`config.mk`:
```
export PLATFORM = sky130hd
export DESIGN_NAME = rxf_admit
export DESIGN_NICKNAME = d
export VERILOG_FILES = /design/src/rtl/rxf_pkg.sv /design/src/rtl/rxf_classify.sv /design/src/rtl/rxf_filter.sv /design/src/rtl/rxf_size.sv /design/src/rtl/rxf_admit.sv
export SDC_FILE = /design/constraint.sdc
export NUM_CORES = 1
export LEC_CHECK = 0
export BUFFER_PORTS_ARGS = -buffer_cell sky130_fd_sc_hd__buf_2
export CELL_PAD_IN_SITES_DETAIL_PLACEMENT = 2
export CELL_PAD_IN_SITES_GLOBAL_PLACEMENT = 2
export CORE_MARGIN = 5
export CORE_UTILIZATION = 23
export DETAILED_ROUTE_END_ITERATION = 10
export GPL_TIMING_DRIVEN = 0
export PLACE_DENSITY = 0.74
export SLEW_MARGIN = 20
export SYNTH_ARGS = -nofsm -noshare
export SYNTH_HDL_FRONTEND = slang
export SYNTH_HIERARCHICAL = 1
export SYNTH_SLANG_ARGS = --single-unit
```
`constraint.sdc`:
```
create_clock -name clk_i -period 2 [get_ports clk_i]
set_input_delay 0 -clock clk_i [delete_from_list [all_inputs] [get_ports clk_i]]
set_output_delay 0 -clock clk_i [all_outputs]
set_load 0.005 [all_outputs]
```
`src/rtl/rxf_pkg.sv`:
```
package rxf_pkg;
  localparam int unsigned ADDR_BYTES = 6;
  localparam int unsigned ADDR_W     = 8 * ADDR_BYTES;
  localparam int unsigned MIN_LEN    = 14;
  localparam int unsigned CRC_BYTES  = 4;

  typedef struct packed {
    logic done;
    logic accept;
    logic early;
    logic ovf;
    logic lng_ev;
    logic lng;
  } verdict_t;
endpackage

```
`src/rtl/rxf_classify.sv`:
```
module rxf_classify
  import rxf_pkg::*;
(
  input  logic [ADDR_W-1:0] dest_i,
  output logic              bcast_o,
  output logic              mcast_o
);
  logic [ADDR_BYTES-1:0] byte_ff;

  for (genvar b = 0; b < ADDR_BYTES; b++) begin : g_byte
    assign byte_ff[b] = &dest_i[8*b +: 8];
  end

  assign bcast_o = &byte_ff;
  // group bit is the LSB of the first byte on the wire
  assign mcast_o = dest_i[ADDR_W-8] & ~bcast_o;
endmodule

```
`src/rtl/rxf_filter.sv`:
```
module rxf_filter
  import rxf_pkg::*;
(
  input  logic [ADDR_W-1:0] dest_i,
  input  logic              bcast_i,
  input  logic              mcast_i,
  input  logic              cmp_inv_i,
  input  logic              acc_bcast_i,
  input  logic              acc_mcast_i,
  input  logic              acc_ucast_i,
  input  logic              cam_cmp_en_i,
  input  logic              cam0_en_i,
  input  logic [31:0]       cam_hi_i,
  input  logic [31:0]       cam_lo_i,
  output logic              pass_o
);
  logic [ADDR_W-1:0] cam_addr;
  logic              hit;

  assign cam_addr = {cam_hi_i, cam_lo_i[31:16]};
  assign hit      = cam_cmp_en_i & cam0_en_i & (dest_i == cam_addr);

  always_comb begin
    if (bcast_i)      pass_o = cmp_inv_i | acc_bcast_i;
    else if (mcast_i) pass_o = cmp_inv_i | acc_mcast_i;
    else if (acc_ucast_i) pass_o = 1'b1;
    else              pass_o = hit ^ cmp_inv_i;
  end
endmodule

```
`src/rtl/rxf_size.sv`:
```
module rxf_size
  import rxf_pkg::*;
#(
  parameter int unsigned LEN_W   = 16,
  parameter int unsigned STD_MAX = 1518
) (
  input  logic [LEN_W-1:0] len_i,
  input  logic [LEN_W-1:0] ceil_i,
  input  logic             strip_crc_i,
  output logic             over_ceil_o,
  output logic             over_std_o,
  output logic [LEN_W-1:0] rpt_len_o
);
  localparam logic [LEN_W:0] CRC_EXT = (LEN_W+1)'(CRC_BYTES);
  localparam logic [LEN_W:0] STD_EXT = (LEN_W+1)'(STD_MAX);

  logic [LEN_W:0] wire_len;

  assign wire_len    = {1'b0, len_i} + CRC_EXT;
  assign over_ceil_o = wire_len > {1'b0, ceil_i};
  assign over_std_o  = wire_len > STD_EXT;
  assign rpt_len_o   = strip_crc_i ? len_i : wire_len[LEN_W-1:0];
endmodule

```
`src/rtl/rxf_admit.sv`:
```
module rxf_admit
  import rxf_pkg::*;
#(
  parameter int unsigned LEN_W    = 16,
  parameter int unsigned STD_MAX  = 1518,
  parameter int unsigned CEIL_RST = 'h0800
) (
  input  logic              clk_i,
  input  logic              rst_ni,
  input  logic              frm_valid_i,
  input  logic [47:0]       frm_dest_i,
  input  logic [LEN_W-1:0]  frm_len_i,
  input  logic              cmp_inv_i,
  input  logic              acc_bcast_i,
  input  logic              acc_mcast_i,
  input  logic              acc_ucast_i,
  input  logic              cam_cmp_en_i,
  input  logic              cam0_en_i,
  input  logic [31:0]       cam_hi_i,
  input  logic [31:0]       cam_lo_i,
  input  logic              ceil_we_i,
  input  logic [LEN_W-1:0]  ceil_d_i,
  input  logic              long_ok_i,
  input  logic              strip_crc_i,
  output logic              done_o,
  output logic              accept_o,
  output logic              ev_early_o,
  output logic              ev_ovf_o,
  output logic              ev_long_o,
  output logic              long_o,
  output logic [LEN_W-1:0]  rpt_len_o
);
  localparam logic [LEN_W-1:0] MIN_L = LEN_W'(MIN_LEN);

  logic [LEN_W-1:0] ceil_q;
  logic             bcast, mcast, pass;
  logic             over_ceil, over_std;
  logic [LEN_W-1:0] len_calc;
  verdict_t         vd_d, vd_q;
  logic [LEN_W-1:0] len_d, len_q;

  rxf_classify u_cls (
    .dest_i  (frm_dest_i),
    .bcast_o (bcast),
    .mcast_o (mcast)
  );

  rxf_filter u_flt (
    .dest_i       (frm_dest_i),
    .bcast_i      (bcast),
    .mcast_i      (mcast),
    .cmp_inv_i    (cmp_inv_i),
    .acc_bcast_i  (acc_bcast_i),
    .acc_mcast_i  (acc_mcast_i),
    .acc_ucast_i  (acc_ucast_i),
    .cam_cmp_en_i (cam_cmp_en_i),
    .cam0_en_i    (cam0_en_i),
    .cam_hi_i     (cam_hi_i),
    .cam_lo_i     (cam_lo_i),
    .pass_o       (pass)
  );

  rxf_size #(.LEN_W(LEN_W), .STD_MAX(STD_MAX)) u_size (
    .len_i       (frm_len_i),
    .ceil_i      (ceil_q),
    .strip_crc_i (strip_crc_i),
    .over_ceil_o (over_ceil),
    .over_std_o  (over_std),
    .rpt_len_o   (len_calc)
  );

  // drop order: short, filter, ceiling, long limit
  always_comb begin
    logic seen, kept;
    seen          = frm_valid_i & (frm_len_i >= MIN_L);
    kept          = seen & pass;
    vd_d.done     = frm_valid_i;
    vd_d.early    = seen;
    vd_d.ovf      = kept & over_ceil;
    vd_d.lng_ev   = kept & ~over_ceil & over_std & ~long_ok_i;
    vd_d.accept   = kept & ~over_ceil & (~over_std | long_ok_i);
    vd_d.lng      = vd_d.accept & over_std;
    len_d         = vd_d.accept ? len_calc : '0;
  end

  always_ff @(posedge clk_i or negedge rst_ni) begin
    if (!rst_ni) begin
      ceil_q <= LEN_W'(CEIL_RST);
      vd_q   <= '0;
      len_q  <= '0;
    end else begin
      if (ceil_we_i) ceil_q <= ceil_d_i;
      vd_q  <= vd_d;
      len_q <= len_d;
    end
  end

  assign done_o     = vd_q.done;
  assign accept_o   = vd_q.accept;
  assign ev_early_o = vd_q.early;
  assign ev_ovf_o   = vd_q.ovf;
  assign ev_long_o  = vd_q.lng_ev;
  assign long_o     = vd_q.lng;
  assign rpt_len_o  = len_q;
endmodule

```
==> flow_summary.toml <==
[critical_path]
worstSetupEndpointType = "register"
cp.required_ns = 2.19
path_max_fanout = 10
rr_worst_depth = 9
rrSetupSlack_ns = -0.23
cp.arrival_ns = 2.46
path_cells = "buf_4, nand4_4, buf_12, buf_4, nor3_2, nand3_1, o31ai_1, nand4b_1, nand2b_4, nand3_4, buf_8, nor4b_4"
cp_num_buf_inv = 4
crit_family = "simple AND/OR/NAND/NOR gates"
start_kind = "input port"
cp_slowest_stage_delay_ns = 0.42
crit_start = "frm_len_i[7]"
crit_path_top_delay_cell = "nor3_2"
cp_common_cell = "buf_4"
worstReg2RegStart = "ceil_q[11]$_DFFE_PN1P_"
crit_type = "input port to register"
timing.rr.end = "rpt_len_o[8]$_DFF_PN0_"

[logic_synthesis]
yosysWarnings = 6
synth_edf_count = 0
synth_seq_area_share_pct = 27.99
async_flop_share_pct = 100.0
synth_area_um2 = 3402
synth_top_flop_cell = "dfrtp_1"
syn_area_per_cell_um2 = 9.776
synth_cell_type_count = 60
synth_fp_nets = 520
ys_seq_elements = 38
syn_inst = 348

[sta]
rsz0062_at_grt = "true"
setup_violations = 20
fin_worst_hold_slack_ns = 0.01864
fin_ws_ns = -0.2652
period_share_pct = 113.3
tightest_slew_ns = 0.9238
fmax_ghz = 0.4415
post-route-min-period_ns = 2.265
hold_viol = 0
fin_tns_setup_ns = -4.672
maxSlewHeadroom_pct = 38.41
finalClockSkew_ns = 0.004842
slew_viol_final = 0

[pwr]
ir_worst_vdd_mv = 0.2864
power_switching_share_pct = 33.81
clock_power_share_pct = 29.6
power_frac_seq_pct = 30.9
intPower_w = 0.001853
p_leak_nw = 2.518
power_switching_w = 0.0009464
pwr_density_cell_nw_per_um2 = 496.6
p_comb_share_pct = 39.6

[clock_tree]
cts_buffer_depth = 2
cts_tree = "built"
cts_sinks = 38
path_clk_slew_ns = 0.06
clock_latency_ns = 0.29
cts_root_buffer = "clkbuf_16"
htreeDepth = 2
cts_buffers = 5

[detailed_routing]
drt_wl_total_mm = 16.70
via_per_inst = 4.968
drt-initial-drc-count = 80
ant_nets = 0
drc = 0
routedWlPerCell_um = 22.45
routed-via-count = 3696
first_pass_iters = 4

[die]
fp.dieH_um = 131.6
start_util_pct = 23.41
core_um2 = 14530
die_area_um2 = 17320
io-pin-count = 178
fp-row-count = 44
die_width_um = 131.6

[run_status]
outcome = "finished with violations"
violations = "setup timing"

[layout]
drive_above_1_share_pct = 54.64
diodes = 0
nets = 731
area_delta_synth_final_pct = 65.69

[worst_hold_path]
worstHoldStart = "long_ok_i"
hold_class = "input port to register"
hold_depth = 3
hold_end = "long_o$_DFF_PN0_"

[placed_design]
io_buffers = 160
place.gp.congestion = 0.7855
hpwl_mm = 11.45

[flow_run]
cap_violations = 0

[global_route]
grt_pass1_vias = 4380
grt_max_degree = 39
antenna_found_initial = 1
grt_pass1_wl_mm = 23.94
grt_use_total_pct = 17.15
overflow = 0
==> layout make-up <==
| type | count | area, µm² |
|---|---|---|
| Fill cell | 1612 | 8897 |
| Multi-Input combinational cell | 265 | 2758 |
| Timing Repair Buffer | 209 | 1310 |
| Sequential cell | 38 | 952.2 |
| Tap cell | 184 | 230.2 |
| Clock buffer | 6 | 138.9 |
| Buffer | 12 | 130.1 |
| Inverter | 28 | 105.1 |
| Clock inverter | 2 | 12.51 |
==> power groups by stage <==
| stage | combinational, W | clock (W) | sequential (W) |
|---|---|---|---|
| finish | 0.00111 | 0.000827 | 0.000864 |
| global route | 0.00119 | 0.000881 | 0.000870 |
| CTS | 0.000946 | 0.000850 | 0.000860 |
| detailed placement | 0.000765 | 0 | 0.000873 |
| global placement | 0.000730 | 0 | 0.000869 |
| floorplan | 0.000406 | 0 | 0.000865 |
==> tightest hold or removal path: cells and delay by family <==
kind | cells | cell delay [ns]
AND/OR/NAND/NOR | 2 | 0.17
buffers and inverters | 1 | 0.11
==> registers in the layout (all words and copies together) (netlist names) <==
signal	cells
done_o	1
accept_o	1
ev_long_o	1
ceil_q	16
ev_ovf_o	1
rpt_len_o	16
long_o	1
ev_early_o	1
==> worst max-delay path by stage <==
stage | endpoint | slack [ns] | depth (start not counted)
2_1_floorplan | rpt_len_o[10]$_DFF_PN0_ | 0.02 | 12
4_1_cts | rpt_len_o[7]$_DFF_PN0_ | -0.15 | 10
3_5_place_dp | rpt_len_o[13]$_DFF_PN0_ | -0.71 | 14
6_report | rpt_len_o[9]$_DFF_PN0_ | -0.27 | 12
3_3_place_gp | ev_ovf_o$_DFF_PN0_ | -0.57 | 14
5_1_grt | rpt_len_o[13]$_DFF_PN0_ | -0.32 | 14
==> Yosys cell counts, types with 6 or more instances <==
cell / number / area share (%)
nor3_1: 11 / 1.6
nand4_1: 22 / 4.0
xor2_1: 41 / 11
nor4_1: 10 / 1.8
nor4b_2: 16 / 7.1
mux2_1: 16 / 5.3
dfrtp_1: 37 / 27
nand2_1: 12 / 1.3
nand3_1: 10 / 1.5
o21ai_0: 6 / 0.88
nor4_2: 8 / 2.9
ha_1: 16 / 5.9
xnor2_1: 24 / 6.2
inv_1: 28 / 3.1
nor2_1: 16 / 1.8
==> placed cells by master (no fill, tap or decap), types with 3 or more instances in the layout <==
cell type      instances
nand2_2                3
buf_4                 28
clkbuf_4               5
nand3_4                5
nor4b_2                3
buf_6                 10
nor4_1                 9
o22ai_1                3
nand2_1                9
nor3_1                 8
ha_4                   7
nor4_2                 7
nand4_1               22
a21oi_2                4
xor2_1                36
mux2_1                16
ha_1                   8
inv_2                  5
o21ai_0                3
dlygate4sd3_1         18
dfrtp_1               37
nand3_1                6
nor2_4                 5
xnor2_1               21
inv_1                 23
clkbuf_16              5
nor2_2                 3
xnor2_2                3
buf_2                150
buf_12                 4
xor2_2                 5
buf_8                  4
nor4b_4               13
nor2_1                 8
==> through the flow <==
| step | utilization, % | setup WS [ns] | power, W | area (µm²) | std cells |
|---|---|---|---|---|---|
| after floorplan | - | 0.02148 | 0.001271 | 3478 | 348 |
| after CTS | 36.66 | -0.1461 | 0.002656 | 5328 | 740 |
| after detailed placement | 31.03 | -0.7150 | 0.001638 | 4509 | 692 |
| after global routing | 38.78 | -0.3225 | 0.002941 | 5637 | 744 |
| after global placement | 31.03 | -0.5677 | 0.001599 | 4509 | 692 |
| final | 38.78 | -0.2652 | 0.002799 | 5637 | 744 |
==> cell families after synthesis <==
logic type      after synthesis  synth area share [%]
fa+ha+maj                    16                 5.884
buf+inv                      45                 6.730
mux                          20                 6.510
flops                        38                 27.99
compound gates               36                 7.724
simple gates                128                 28.43
xor+xnor                     65                 16.73
==> routing by layer <==
metal	track usage, %	part of all wire [%]
met5	0	0
met4	3.714	2.5
met3	4.281	6.0
met2	33.89	56
met1	18.10	36
==> timing repair <==
| action | CTS | global route |
|---|---|---|
| pin swaps | 47 | 43 |
| buffers inserted | 23 | 6 |
| setup endpoints to repair | 20 | 20 |
| gates resized for setup | 58 | 60 |
| cloned | 2 | 0 |
| endpoints found under the hold margin | 54 | 0 |
| hold buffers | 18 | 0 |
No activity file was read; power rests on OpenSTA's default activity.
